$ cat src/rtl/wlb_pkg.sv
package wlb_pkg;
  localparam int unsigned DATA_W = 32;
  localparam int unsigned BE_W   = DATA_W / 8;

  typedef enum logic [1:0] {
    ST_IDLE,
    ST_REQ,
    ST_ADDR,
    ST_DATA
  } wlb_state_e;
endpackage

$ cat src/rtl/wlb_line_store.sv
module wlb_line_store #(
  parameter int unsigned DW_N  = 4,
  parameter int unsigned OFF_W = 2,
  parameter int unsigned TAG_W = 28
) (
  input  logic                       clk_i,
  input  logic                       rst_ni,
  input  logic                       wr_i,
  input  logic                       fresh_i,
  input  logic [TAG_W-1:0]           wr_tag_i,
  input  logic [OFF_W-1:0]           wr_dw_i,
  input  logic [wlb_pkg::DATA_W-1:0] wr_data_i,
  input  logic [wlb_pkg::BE_W-1:0]   wr_be_i,
  input  logic                       clr_i,
  input  logic                       busy_i,
  input  logic [OFF_W-1:0]           rd_dw_i,
  output logic [TAG_W-1:0]           tag_o,
  output logic                       valid_o,
  output logic                       full_next_o,
  output logic [OFF_W-1:0]           first_o,
  output logic [OFF_W-1:0]           last_o,
  output logic [wlb_pkg::DATA_W-1:0] rd_data_o,
  output logic [wlb_pkg::BE_W-1:0]   rd_be_o
);
  import wlb_pkg::*;

  logic [DW_N-1:0][DATA_W-1:0] data_q;
  logic [DW_N-1:0][BE_W-1:0]   be_q, be_merge;
  logic [TAG_W-1:0]            tag_q;
  logic [DW_N-1:0]             dw_any;
  logic                        found;

  always_comb begin
    for (int d = 0; d < DW_N; d++) begin
      be_merge[d] = fresh_i ? '0 : be_q[d];
      if (OFF_W'(d) == wr_dw_i) be_merge[d] = be_merge[d] | wr_be_i;
      dw_any[d] = |be_q[d];
    end
  end

  assign full_next_o = &be_merge;
  assign valid_o     = |dw_any;
  assign tag_o       = tag_q;

  // span of dwords holding valid bytes
  always_comb begin
    first_o = '0;
    last_o  = '0;
    found   = 1'b0;
    for (int d = 0; d < DW_N; d++) begin
      if (dw_any[d] && !found) begin
        first_o = OFF_W'(d);
        found   = 1'b1;
      end
      if (dw_any[d]) last_o = OFF_W'(d);
    end
  end

  always_comb begin
    rd_be_o = be_q[rd_dw_i];
    for (int b = 0; b < BE_W; b++)
      rd_data_o[8*b +: 8] = rd_be_o[b] ? data_q[rd_dw_i][8*b +: 8] : 8'h00;
  end

  always_ff @(posedge clk_i or negedge rst_ni) begin
    if (!rst_ni) begin
      be_q  <= '0;
      tag_q <= '0;
    end else if (clr_i) begin
      be_q <= '0;
    end else if (wr_i) begin
      be_q <= be_merge;
      if (fresh_i) tag_q <= wr_tag_i;
    end
  end

  always_ff @(posedge clk_i) begin
    if (wr_i) begin
      for (int b = 0; b < BE_W; b++)
        if (wr_be_i[b]) data_q[wr_dw_i][8*b +: 8] <= wr_data_i[8*b +: 8];
    end
  end

  // line contents frozen while a burst drains
  a_r10_line_held: assert property (@(posedge clk_i) disable iff (!rst_ni)
    (busy_i && !clr_i) |=> $stable(be_q));

  a_r11_empty_after_clear: assert property (@(posedge clk_i) disable iff (!rst_ni)
    clr_i |=> !valid_o);
endmodule

$ cat src/rtl/wlb_burst_seq.sv
module wlb_burst_seq #(
  parameter int unsigned OFF_W      = 2,
  parameter int unsigned DEVSEL_WIN = 5
) (
  input  logic             clk_i,
  input  logic             rst_ni,
  input  logic             start_i,
  input  logic [OFF_W-1:0] first_i,
  input  logic [OFF_W-1:0] last_i,
  input  logic             gnt_i,
  input  logic             devsel_i,
  input  logic             ack_i,
  output logic             busy_o,
  output logic             req_o,
  output logic             addr_vld_o,
  output logic             dat_vld_o,
  output logic             last_o,
  output logic [OFF_W-1:0] cur_o,
  output logic             clear_o,
  output logic             abort_o
);
  import wlb_pkg::*;

  localparam int unsigned CNT_W = $clog2(DEVSEL_WIN + 1);

  wlb_state_e       st_q;
  logic [OFF_W-1:0] cur_q;
  logic [CNT_W-1:0] cnt_q;
  logic             seen_q, abort_q;
  logic             claimed, adv, timeout;

  assign busy_o     = (st_q != ST_IDLE);
  assign req_o      = (st_q == ST_REQ);
  assign addr_vld_o = (st_q == ST_ADDR);
  assign dat_vld_o  = (st_q == ST_DATA);
  assign cur_o      = cur_q;
  assign last_o     = dat_vld_o && (cur_q == last_i);
  assign claimed    = seen_q || devsel_i;
  assign adv        = dat_vld_o && claimed && ack_i;
  assign timeout    = dat_vld_o && !claimed && (cnt_q == CNT_W'(DEVSEL_WIN - 1));
  assign clear_o    = (adv && last_o) || timeout;
  assign abort_o    = abort_q;

  always_ff @(posedge clk_i or negedge rst_ni) begin
    if (!rst_ni) begin
      st_q    <= ST_IDLE;
      cur_q   <= '0;
      cnt_q   <= '0;
      seen_q  <= 1'b0;
      abort_q <= 1'b0;
    end else begin
      abort_q <= timeout;
      unique case (st_q)
        ST_IDLE: if (start_i) st_q <= ST_REQ;
        ST_REQ:  if (gnt_i) st_q <= ST_ADDR;
        ST_ADDR: begin
          st_q   <= ST_DATA;
          cur_q  <= first_i;
          cnt_q  <= '0;
          seen_q <= 1'b0;
        end
        ST_DATA: begin
          if (devsel_i) seen_q <= 1'b1;
          if (!claimed) cnt_q <= cnt_q + 1'b1;
          if (timeout) st_q <= ST_IDLE;
          else if (adv) begin
            if (cur_q == last_i) st_q <= ST_IDLE;
            else cur_q <= cur_q + 1'b1;
          end
        end
        default: st_q <= ST_IDLE;
      endcase
    end
  end

  a_r7_addr_after_grant: assert property (@(posedge clk_i) disable iff (!rst_ni)
    addr_vld_o |-> $past(req_o && gnt_i));

  a_r7_cur_in_span: assert property (@(posedge clk_i) disable iff (!rst_ni)
    dat_vld_o |-> (cur_o >= first_i && cur_o <= last_i));

  a_r8_hold_without_ack: assert property (@(posedge clk_i) disable iff (!rst_ni)
    ($past(dat_vld_o) && dat_vld_o && !$past(ack_i)) |-> $stable(cur_o));

  a_r9_abort_ends_burst: assert property (@(posedge clk_i) disable iff (!rst_ni)
    abort_o |-> ($past(dat_vld_o) && !dat_vld_o));
endmodule

$ cat src/rtl/wlb_posted_line_buf.sv
module wlb_posted_line_buf #(
  parameter int unsigned ADDR_W     = 32,
  parameter int unsigned LINE_BYTES = 16,
  parameter int unsigned DEVSEL_WIN = 5
) (
  input  logic              clk_i,
  input  logic              rst_ni,
  input  logic              buf_en_i,
  input  logic              wr_valid_i,
  output logic              wr_ready_o,
  input  logic [ADDR_W-1:0] wr_addr_i,
  input  logic [31:0]       wr_data_i,
  input  logic [3:0]        wr_be_i,
  input  logic              flush_req_i,
  output logic              req_o,
  input  logic              gnt_i,
  output logic              addr_vld_o,
  output logic [ADDR_W-1:0] addr_o,
  output logic              dat_vld_o,
  output logic [31:0]       dat_o,
  output logic [3:0]        be_o,
  output logic              last_o,
  input  logic              devsel_i,
  input  logic              ack_i,
  output logic              abort_o
);
  localparam int unsigned DW_N  = LINE_BYTES / 4;
  localparam int unsigned OFF_W = $clog2(DW_N);
  localparam int unsigned TAG_W = ADDR_W - OFF_W - 2;

  logic [TAG_W-1:0] wr_tag, tag_q;
  logic [OFF_W-1:0] wr_dw, first_dw, last_dw, cur_dw;
  logic             has_be, miss, line_valid, full_next, busy, clear, fresh, acc, start;

  assign wr_tag = wr_addr_i[ADDR_W-1:OFF_W+2];
  assign wr_dw  = wr_addr_i[OFF_W+1:2];
  assign has_be = |wr_be_i;
  assign miss   = (wr_tag != tag_q);
  assign fresh  = !line_valid || !buf_en_i;

  assign wr_ready_o = !busy && !flush_req_i &&
                      !(line_valid && (!buf_en_i || (has_be && miss)));
  assign acc   = wr_valid_i && wr_ready_o && has_be;
  assign start = (acc && (!buf_en_i || full_next)) ||
                 (!busy && line_valid &&
                  (flush_req_i || !buf_en_i || (wr_valid_i && has_be && miss)));

  wlb_line_store #(.DW_N(DW_N), .OFF_W(OFF_W), .TAG_W(TAG_W)) u_store (
    .clk_i       (clk_i),
    .rst_ni      (rst_ni),
    .wr_i        (acc),
    .fresh_i     (fresh),
    .wr_tag_i    (wr_tag),
    .wr_dw_i     (wr_dw),
    .wr_data_i   (wr_data_i),
    .wr_be_i     (wr_be_i),
    .clr_i       (clear),
    .busy_i      (busy),
    .rd_dw_i     (cur_dw),
    .tag_o       (tag_q),
    .valid_o     (line_valid),
    .full_next_o (full_next),
    .first_o     (first_dw),
    .last_o      (last_dw),
    .rd_data_o   (dat_o),
    .rd_be_o     (be_o)
  );

  wlb_burst_seq #(.OFF_W(OFF_W), .DEVSEL_WIN(DEVSEL_WIN)) u_seq (
    .clk_i      (clk_i),
    .rst_ni     (rst_ni),
    .start_i    (start),
    .first_i    (first_dw),
    .last_i     (last_dw),
    .gnt_i      (gnt_i),
    .devsel_i   (devsel_i),
    .ack_i      (ack_i),
    .busy_o     (busy),
    .req_o      (req_o),
    .addr_vld_o (addr_vld_o),
    .dat_vld_o  (dat_vld_o),
    .last_o     (last_o),
    .cur_o      (cur_dw),
    .clear_o    (clear),
    .abort_o    (abort_o)
  );

  // linear order only: low address bits fixed at zero
  assign addr_o = {tag_q, first_dw, 2'b00};

  a_r3_full_starts: assert property (@(posedge clk_i) disable iff (!rst_ni)
    (wr_valid_i && wr_ready_o && buf_en_i && full_next) |=> req_o);

  a_r5_empty_flush_idle: assert property (@(posedge clk_i) disable iff (!rst_ni)
    (!busy && !line_valid && !wr_valid_i) |=> !req_o);

  a_r4_miss_stalls: assert property (@(posedge clk_i) disable iff (!rst_ni)
    (line_valid && buf_en_i && has_be && miss) |-> !wr_ready_o);
endmodule

$ cat config.mk
export PLATFORM = sky130hd
export DESIGN_NAME = wlb_posted_line_buf
export DESIGN_NICKNAME = d
export VERILOG_FILES = /design/src/rtl/wlb_pkg.sv /design/src/rtl/wlb_line_store.sv /design/src/rtl/wlb_burst_seq.sv /design/src/rtl/wlb_posted_line_buf.sv
export SDC_FILE = /design/constraint.sdc
export NUM_CORES = 1
export LEC_CHECK = 0
export ABC_AREA = 0
export BUFFER_PORTS_ARGS = -buffer_cell sky130_fd_sc_hd__clkbuf_2
export CAP_MARGIN = 20
export CORE_AREA = 2 2 121 123
export CTS_BUF_LIST = sky130_fd_sc_hd__clkbuf_4 sky130_fd_sc_hd__clkbuf_8 sky130_fd_sc_hd__clkbuf_16
export CTS_CLUSTER_SIZE = 24
export DETAILED_ROUTE_END_ITERATION = 7
export DIE_AREA = 0 0 123 125
export GPL_ROUTABILITY_DRIVEN = 0
export MAX_ROUTING_LAYER = met4
export PLACE_DENSITY_LB_ADDON = 0.08
export SYNTH_ARGS = -nofsm -noshare
export SYNTH_HDL_FRONTEND = slang
export SYNTH_SLANG_ARGS = --single-unit
$ cat constraint.sdc
create_clock -name clk_i -period 5.65 [get_ports clk_i]
set_clock_uncertainty 0.2 [all_clocks]
set_input_delay 0.565 -clock clk_i [delete_from_list [all_inputs] [get_ports clk_i]]
set_output_delay 0.565 -clock clk_i [all_outputs]
set_load 0.01 [all_outputs]
==> run metrics, run 1 <==
synth unique cells 59; final wirelength 16100 um; Synth Cell Area about 8200 sq um; final worst slack 1.83 ns; Period minus WS final between 3 and 4 ns; Gate Count Post-Synth 550; post-cts sizing count 0; kind of critical path reg2out; die area approximately 15000 sq um; R2R Path End u_store.tag_o[23]$_DFFE_PN0P_; Setup violations, final 0; Yosys top cell area share 46.9%; dpl hpwl 11000 um; Clock power frac between 20% and 30%; Hold-fix buffers, CTS 0; Chip Height 125 um; logic gate share of total power 33.5%; RSZ-0062 raised after global routing false; CP max stage cell o21ai_1; Max Freq 0.262 GHz; number of diodes 0; Post-synth ARST share 29.3%; Num Clock Sinks between 150 and 200; Layout Nets between 700 and 800; Setup Buffers After CTS 0; PortBufs 145; Vias 5081; post-route antenna net violation count 0; Psw 0.00149 W; Buf/Inv on CP 2; Worst VDD drop 0.313 mV; routed len/inst about 18 um; Die W 123 um; warnings from Yosys 0; leakage 3.90 nW; via count normalized by instance count 5.70; EDFF count, synth 128; CTS Buffer Depth 2; CP delay by family, top compound AO/OA/AOI/OAI gates; first-pass GRT wire length 26100 um; H-tree Lvls 4; Clock transition at path regs 0.07 ns; Worst-Margin Slew roughly 0.96 ns; maxcap violations 0; CTS tree built; Reg2Reg Launch Point u_store.be_q[5]$_DFFE_PN0P_; Worst path depth 5; status complete, no violations; GRT overflow 0; critical path required time 4.89 ns; Seq pwr share between 40% and 50%; Synth area leader edfxtp_1; Synth area leaders edfxtp_1 47%, dfrtp_1 16%, mux4_2 8.8%, mux2_1 3.8%, xnor2_1 3.0%; GRT Util Overall 23.1%; Worst Reg-to-Reg Cells 8; worst-skew pair later-pin latency ~0.43 ns; CP Max Fanout 25; CTS root buf clkbuf_16; crit path DAT about 3 ns; #FFs+latches synth 181; setup TNS 0 ns; Iter 0 DRT Violations 460; largest net degree at the start of global routing 54; Setup crit end kind primary output; Crit path largest cell delay 0.74 ns; max-slew violation count 0; slew margin rel. between 30% and 40%; DR pass1 iterations 5; commonest register cell after synthesis edfxtp_1; Cell Int Power between 0.002 and 0.003 W; cell breakdown of the critical path buf_4 > mux2_2 > o21ai_1 > nor2b_1 > clkbuf_2; final hold violations 0; Rows 44; Area growth syn-to-layout 18.1%; Worst Hold Class in2async; pwr dens ~460 nW/um^2; initial antenna violation count 0; Mean Syn Cell Area 14.9 sq um; Initial Util 57.7%; Net Sw Frac 33.3%; core box area around 14000 sq um; share of layout cells above drive strength 1 32.8%; post-route clock period utilization 67.6%; sequential-to-total area share from yosys stat 63.1%; pre-CTS setup slack a little under 2 ns; drc violations 0; I/O pin count 150; Startpoint Class register; clock buffer count from CTS 17; number of global-route vias before repair 5279; reg-to-reg slack, setup about 2.3 ns
[through the flow]
stage / hold WS (ns) / util [%] / power, W / instances / instance area [sq um]
floorplan: 0.0694 / - / 0.00281 / 551 / 8200
global placement: 0.306 / 63.9 / 0.00329 / 859 / 9080
detailed placement: 0.323 / 63.9 / 0.00334 / 859 / 9080
CTS: 0.0757 / 68.1 / 0.00452 / 891 / 9680
global route: 0.110 / 68.1 / 0.00473 / 891 / 9680
finish: 0.0579 / 68.1 / 0.00447 / 891 / 9680
[logic make-up after synthesis]
group | after synthesis | synth area share, %
AO/OA/AOI/OAI | 53 | 4.55
XOR/XNOR | 29 | 3.10
adder cells (fa/ha/maj) | 7 | 1.07
buffers and inverters | 41 | 2.18
flip-flops | 181 | 63.1
multiplexers | 73 | 14.4
other | 1 | 0.0458
AND/OR/NAND/NOR | 165 | 11.5
[power by group through the flow]
stage	registers, W	logic (W)	clock network [W]
floorplan	0.00179	0.00102	0
global placement	0.00181	0.00149	0
detailed placement	0.00182	0.00152	0
CTS	0.00180	0.00152	0.00120
global route	0.00182	0.00166	0.00125
finish	0.00179	0.00150	0.00118
[area by class of cell]
type,instances,area [sq um]
clock buffer,17,425
timing repair buffer,153,786
clock inverter,15,171
tap,184,230
fill,1031,4530
multi-input combinational,329,2850
sequential,181,5170
inverter,12,45.0
[worst max path at each step]
| stage | start | slack (ns) | end |
|---|---|---|---|
| after floorplan | wr_addr_i[7] | 2.56 | u_store.data_q[0]$_DFFE_PP_ |
| after detailed placement | wr_be_i[3] | 1.93 | u_seq.st_q[1]$_DFFE_PN0P_ |
| after global routing | u_seq.cur_o[1]$_DFFE_PN0P_ | 1.68 | dat_o[12] |
| after CTS | u_seq.cur_o[1]$_DFFE_PN0P_ | 1.80 | dat_o[12] |
| final | u_seq.cur_o[1]$_DFFE_PN0P_ | 1.83 | dat_o[12] |
| after global placement | wr_be_i[3] | 1.97 | u_seq.st_q[1]$_DFFE_PN0P_ |
[worst reg2reg max path, cell delays in order, from the launching register on]
cell and delay (ns):
dfrtp_1 0.42, nor4_1 0.68, nand3b_1 0.14, a211oi_1 0.23, a31oi_1 0.14, o31ai_4 0.78, nor3_4 0.03, buf_4 0.27
mux2_1 0.37
[metal layers]
| metal | global-route usage [%] | vias up | share of wire [%] |
|---|---|---|---|
| met5 | - | - | 0 |
| met4 | 7.02 | 0 | 1.3 |
| met3 | 4.97 | 20 | 5.0 |
| met2 | 37.0 | 175 | 52 |
| met1 | 29.6 | 2528 | 41 |
| li1 | - | 2358 | - |
[cell usage after synthesis, types with 7 or more instances]
cell / n
nand4_1: 11
dfrtp_1: 53
nor2_1: 29
and2_1: 21
mux2_1: 28
clkbuf_1: 18
edfxtp_1: 128
and3_1: 21
nor2b_1: 36
xnor2_1: 28
ha_1: 7
nand2_1: 19
inv_1: 12
mux4_2: 32
a21oi_1: 7
a31oi_1: 11
o21ai_0: 7
[layout by cell type, fill, tap and decap left out, types with 3 or more instances in the layout]
cell	n
o21ai_0	7
dfrtp_1	51
clkbuf_16	17
nor2b_1	36
nor2_1	29
a41oi_1	3
a31oi_1	11
edfxtp_1	128
o21ai_1	4
inv_6	5
mux2_2	6
mux4_2	32
a21oi_1	7
and2_1	21
and3b_1	4
clkinvlp_4	3
nand2_1	19
inv_1	12
nor4_1	4
xnor2_1	28
o22ai_1	3
ha_1	7
and3_1	21
nand4_1	11
nor3_1	4
clkbuf_2	145
mux2i_1	6
or4_1	3
buf_4	8
mux2_1	28
[flip-flops by register name, indices dropped and copies added (netlist names)]
signal,flops
u_seq.abort_o,1
u_seq.cnt_q,3
u_seq.cur_o,2
u_seq.seen_q,1
u_seq.st_q,2
u_store.be_q,16
u_store.data_q,128
u_store.tag_o,28
No activity file was read; power rests on OpenSTA's default activity.
==> inputs of run 2 (changes only) <==
- CORE_AREA: 2 2 121 123 -> 2 2 131 133
- DIE_AREA: 0 0 123 125 -> 0 0 133 135
- clock period: 5.65 -> 3.1 ns (I/O delays scaled with it)
==> run 2 against run 1 <==
Effect of this change: critical path depth rose by 7; power rose by 88%; critical endpoint is now u_store.data_q[8]$_DFFE_PP_; die area rose by 17%; clock power rose by 83%; combinational power rose by 100%.
==> run metrics, run 2 (same netlist as run 1, synthesis figures left out) <==
status complete, no violations; initial antenna violation count 0 (unchanged); Period minus WS final ~2.9 ns; worst-skew pair later-pin latency 0.43 ns (about the same); post-route clock period utilization 92.9%; post-route antenna net violation count 0 (unchanged); core box area 16400 sq um (+16%); Area growth syn-to-layout 29.5%; Setup violations, final 0 (unchanged); Worst VDD drop 0.457 mV (+46%); DR pass1 iterations 5 (unchanged); Clock power frac 25.7% (-0.7 points); CP max stage cell dlygate4sd3_1; Vias 5384 (+6.0%); I/O pin count 150 (unchanged); hold endpoint u_store.data_q[121]$_DFFE_PP_; Initial Util 49.9% (-7.7 points); max layer used met4; die area 18000 sq um (+17%); PortBufs 145 (unchanged); Net Sw Frac 32.4% (-0.94 points); max-slew violation count 0 (unchanged); CP delay by family, top buffers and inverters; Chip Height 135 um (+8.0%); Finished Layout Cells 1020 (+14%); kind of critical path in2reg; CTS tree built; most common cell after layout, fill and taps aside clkbuf_2; GRT Util Overall 20.8% (-2.3 points); dpl hpwl 11700 um (+6.8%); critical path required time 3.02 ns (-1.87 ns); Worst Hold Class in2reg; R2R Path End u_seq.st_q[1]$_DFFE_PN0P_; Iter 0 DRT Violations 334 (-27%); H-tree Lvls 4 (unchanged); met2 wire length 8900 um (+6.0%); first-pass GRT wire length 28000 um (+7.2%); Reg2Reg Launch Point u_store.be_q[15]$_DFFE_PN0P_; final core utilization 64.7% (-3.5 points); pwr dens 792 nW/um^2 (+71%); CTS Buffer Depth 2 (unchanged); Layout Nets 870 (+12%); fill count 1261 (+22%); commonest cells after routing, fill and taps aside 145 x clkbuf_2, 128 x edfxtp_1, 60 x dlygate4sd3_1, 51 x dfrtp_1, 39 x buf_4; number of diodes 0 (unchanged); RSZ-0062 raised after global routing false; leakage 4.33 nW (+11%); worst setup path start wr_addr_i[16]; reg-to-reg slack, setup 0.27 ns (-2.02 ns); share of layout cells above drive strength 1 33.4% (+0.56 points); setup TNS 0 ns (unchanged); hold path startpoint wr_data_i[25]; Psw 0.00272 W (+83%); dpl cells 927 (+7.9%); Buf/Inv on CP 5 (+3); via count normalized by instance count 5.28 (-7.4%); cell breakdown of the critical path dlygate4sd3_1 > clkbuf_2 > xnor2_1 > nand4_1 > nor4_2 > buf_4 > a31oi_1 > nor2_1 > buf_4 > nand2_1 > nor3_1 > buf_4; clock buffer count from CTS 17 (unchanged); Largest register FFs 128 (unchanged); crit path DAT 2.80 ns (-0.25 ns); logic gate share of total power 36.0% (+2.5 points); most numerous cell on the critical path buf_4; final wirelength 17300 um (+7.5%); M1 WL 7340 um (+10%); final worst slack 0.221 ns (-1.61 ns); largest register by flop count u_store.data_q; largest net degree at the start of global routing 39 (-28%); Clock transition at path regs 0.06 ns (about the same); Min-Delay Path Depth 2; maxcap violations 0 (unchanged); GRT overflow 0 (unchanged); Max Freq 0.347 GHz; number of global-route vias before repair 5556 (+5.2%); Seq pwr share 38.3% (-1.8 points); Worst Reg-to-Reg Cells 7 (-1); CP Max Fanout 24 (-4.0%); Setup crit end kind register; pre-CTS setup slack 0.0811 ns (-1.85 ns); Cell Int Power 0.00568 W (+90%); drc violations 0 (unchanged); CTS root buf clkbuf_16; routed len/inst 16.9 um (-6.1%); final hold violations 0 (unchanged); Crit path largest cell delay 0.54 ns (-0.20 ns); Rows 47 (+6.8%); Startpoint Class primary input; Die W 133 um (+8.1%); Num Clock Sinks 181 (unchanged); met3 wire len 851 um (+5.6%)
## run 2: changes by cell type in the layout (fill, tap and decap cells not counted), sizes merged
cell / previous run / this run
clkbuf: 162 / 167
inv: 18 / 14
clkinv: 4 / 3
dlygate4sd3: 0 / 60
buf: 8 / 41
## run 2: how the worst max path moves through the flow
stage | to | cells past startpoint | slack (ns)
floorplan | u_store.data_q[0]$_DFFE_PP_ | 8 | 0.02
global route | u_store.data_q[7]$_DFFE_PP_ | 12 | 0.002
global placement | u_seq.st_q[1]$_DFFE_PN0P_ | 8 | 0.08
detailed placement | u_seq.st_q[1]$_DFFE_PN0P_ | 8 | 0.08
CTS | u_store.data_q[8]$_DFFE_PP_ | 12 | 0.12
finish | u_store.data_q[8]$_DFFE_PP_ | 12 | 0.22
## run 2: stage by stage
| stage | power [W] | hold slack (ns) | cell area, sq um |
|---|---|---|---|
| 4_1_cts | 0.00847 | 0.00262 | 10600 |
| 3_3_place_gp | 0.00617 | 0.300 | 9380 |
| 5_1_grt | 0.00890 | 0.0153 | 10600 |
| 3_5_place_dp | 0.00624 | 0.307 | 9380 |
| 2_1_floorplan | 0.00513 | -0.186 | 8200 |
| 6_report | 0.00840 | 0.0109 | 10600 |
## run 2: what timing repair did
item | 4_1_cts | 5_1_grt
gates resized for setup | 0 | 2
hold buffers | 60 | 0
setup endpoints to repair | 0 | 45
buffers inserted | 0 | 0
hold endpoints to repair | 174 | 0
## run 2: cell type report
cell class	count	area (sq um)	share of cell area, %
multi-input cells	329	2860	26.9
clock inverters	10	121	1.14
inverters	12	45.0	0.424
clock buffers	22	482	4.54
repair buffers	246	1660	15.6
well taps	220	275	2.59
flip-flops and latches	181	5170	48.7
## run 2: per-layer routing
layer,track usage [%],vias up
met5,-,-
met3,4.92,13
met2,34.7,159
met4,6.03,0
met1,25.6,2660
li1,-,2552
## run 2: power groups by stage
stage | combinational [W] | clock (W) | sequential, W
3_5_place_dp | 0.00299 | 0 | 0.00326
5_1_grt | 0.00333 | 0.00231 | 0.00326
2_1_floorplan | 0.00186 | 0 | 0.00326
4_1_cts | 0.00305 | 0.00221 | 0.00321
3_3_place_gp | 0.00294 | 0 | 0.00323
6_report | 0.00302 | 0.00216 | 0.00322
==> inputs of run 3 (changes only) <==
- CORE_AREA: 2 2 131 133 -> 2 2 124 126
- DIE_AREA: 0 0 133 135 -> 0 0 126 128
- clock period: 3.1 -> 2.7 ns (I/O delays scaled with it)
==> run 3 against run 2 <==
Effect of this change: the flow now finishes with violations (negative setup slack); die area decreased by 10%; sequential power increased by 16%; largest cell class unchanged; clock power grew 14%; utilization grew 11 points; global-route usage rose by 2.9 points; critical endpoint is now u_seq.st_q[1]$_DFFE_PN0P_.
==> run metrics, run 3 (same netlist as run 1, synthesis figures left out) <==
status finished, violations left; failing checks negative setup slack; number of global-route vias before repair 5818 (+4.7%); DR pass1 iterations 5 (unchanged); Worst VDD drop 0.597 mV (+31%); FF/Latch Area 5180 sq um (about the same); Finished Layout Cells 1032 (+1.2%); Startpoint Class register; CTS Buffer Depth 2 (unchanged); max-slew violation count 0 (unchanged); H-tree Lvls 4 (unchanged); worst-skew pair later-pin latency 0.43 ns (about the same); Num Clock Sinks 181 (unchanged); Period minus WS final 2.74 ns; commonest cells after routing, fill and taps aside 145 x clkbuf_2, 128 x edfxtp_1, 64 x buf_4, 62 x dlygate4sd3_1, 48 x dfrtp_1; die area 16100 sq um (-10%); largest net degree at the start of global routing 54 (+38%); Area growth syn-to-layout 37.8%; GRT Util Overall 23.7% (+2.9 points); fill count 935 (-26%); I/O pin count 150 (unchanged); Clock transition at path regs 0.07 ns (about the same); post-route antenna net violation count 0 (unchanged); largest register by flop count u_store.data_q; most common cell after layout, fill and taps aside clkbuf_2; post-route clock period utilization 101%; Setup violations, final 1 (+1); final core utilization 75.9% (+11 points); Setup crit end kind register; Seq pwr share 36.6% (-1.7 points); Worst-Margin Slew approximately 0.7 ns; Psw 0.00335 W (+23%); routed len/inst 17.9 um (+5.8%); Rows 45 (-4.3%); drc violations 0 (unchanged); clock buffer count from CTS 17 (unchanged); Design Area, Final 11300 sq um (+6.3%); final wirelength 18500 um (+7.1%); pwr dens 900 nW/um^2 (+14%); Die W 126 um (-5.3%); CTS tree built; number of diodes 0 (unchanged); final hold violations 0 (unchanged); CTS root buf clkbuf_16; core box area 14900 sq um (-9.4%); Largest register FFs 128 (unchanged); Worst Hold Class in2reg; leakage 4.67 nW (+7.9%); Initial Util 55.1% (+5.2 points); Net Sw Frac 33.0% (+0.64 points); via count normalized by instance count 5.51 (+4.3%); Chip Height 128 um (-5.2%); Vias 5683 (+5.6%); GRT overflow 0 (unchanged); RSZ-0062 raised after global routing true; first-pass GRT wire length 28800 um (+2.9%); Max Freq 0.365 GHz; kind of critical path reg2reg; slew margin rel. between 50% and 60%; share of layout cells above drive strength 1 40.8% (+7.4 points); Clock power frac 24.3% (-1.4 points); Cell Area, Placed 9860 sq um (+5.2%); critical path required time 2.82 ns (-0.20 ns); logic gate share of total power 39.1% (+3.1 points); CP Max Fanout 5 (-79%); maxcap violations 0 (unchanged); Cell Int Power 0.00680 W (+20%); dpl hpwl 12000 um (+2.3%); setup TNS -0.0362 ns (-0.0362 ns); area of the multi-input gates 3040 sq um (+6.6%); Layout Nets 914 (+5.1%); crit path DAT 2.85 ns (+0.05 ns); final worst slack -0.0362 ns (-0.257 ns); initial antenna violation count 0 (unchanged); dpl cells 930 (+0.32%); PortBufs 145 (unchanged); Iter 0 DRT Violations 474 (+42%); reg-to-reg slack, setup -0.04 ns (-0.31 ns)
-- run 3: changes by cell type in the layout (fill, tap and decap cells not counted), moves of 7 or more --
cell    change
buf_12     +13
buf_4      +25
mux2_1     -12
mux2_4     +12
nor2_1      -7
nor2_2      +7
-- run 3: worst max-delay path: stages (launching register included) --
cell     delay (ns)
dfrtp_2        0.44
a31o_4         0.12
a32oi_1        0.05
or4_1          0.53
o41a_1         0.34
or3_1          0.31
a221o_1        0.33
mux2_4         0.30
-- run 3: final cells by class --
class | count | area share, %
Clock buffer | 18 | 3.84
Clock inverter | 14 | 1.34
Inverter | 12 | 0.399
Multi-Input combinational cell | 329 | 27.0
Sequential cell | 181 | 45.9
Tap cell | 188 | 2.08
Timing Repair Buffer | 290 | 19.5
-- run 3: layer usage --
metal | track usage (%) | share of wire (%)
met1 | 30.7 | 41
met2 | 39.0 | 52
met3 | 4.63 | 5.7
met4 | 6.27 | 1.5
met5 | - | 0
-- run 3: power groups by stage --
stage,clock (W),combinational [W],sequential [W]
2_1_floorplan,0,0.00225,0.00376
3_3_place_gp,0,0.00367,0.00371
3_5_place_dp,0,0.00375,0.00373
4_1_cts,0.00250,0.00385,0.00368
5_1_grt,0.00262,0.00432,0.00376
6_report,0.00246,0.00397,0.00372
-- run 3: repair_timing --
action / 4_1_cts / 5_1_grt
pin swaps: 2 / 9
gates cloned: 0 / 2
setup buffers: 2 / 4
resized for setup: 3 / 20
setup endpoints to repair: 12 / 104
hold buffers: 62 / 0
hold endpoints to repair: 205 / 0
-- run 3: per-stage QoR --
step                      hold WS [ns]  power (W)  worst slack, ns
after floorplan                 -0.226    0.00601          -0.0580
after global placement           0.237    0.00738           -0.223
final                           0.0803     0.0102          -0.0362
after global routing             0.119     0.0107           -0.101
after CTS                       0.0595     0.0100         -0.00808
after detailed placement         0.251    0.00747           -0.283
-- run 3: final timing paths --
check / start / end / cells past startpoint
max: u_store.be_q[13]$_DFFE_PN0P_ / u_seq.st_q[1]$_DFFE_PN0P_ / 7
min: wr_addr_i[2] / u_store.be_q[12]$_DFFE_PN0P_ / 3
max reg2reg: u_store.be_q[13]$_DFFE_PN0P_ / u_seq.st_q[1]$_DFFE_PN0P_ / 7
min reg2reg: u_store.tag_o[14]$_DFFE_PN0P_ / u_store.tag_o[14]$_DFFE_PN0P_ / 1
max in group asynchronous: rst_ni / u_store.be_q[10]$_DFFE_PN0P_ / 3
min in group asynchronous: rst_ni / u_store.tag_o[1]$_DFFE_PN0P_ / 3
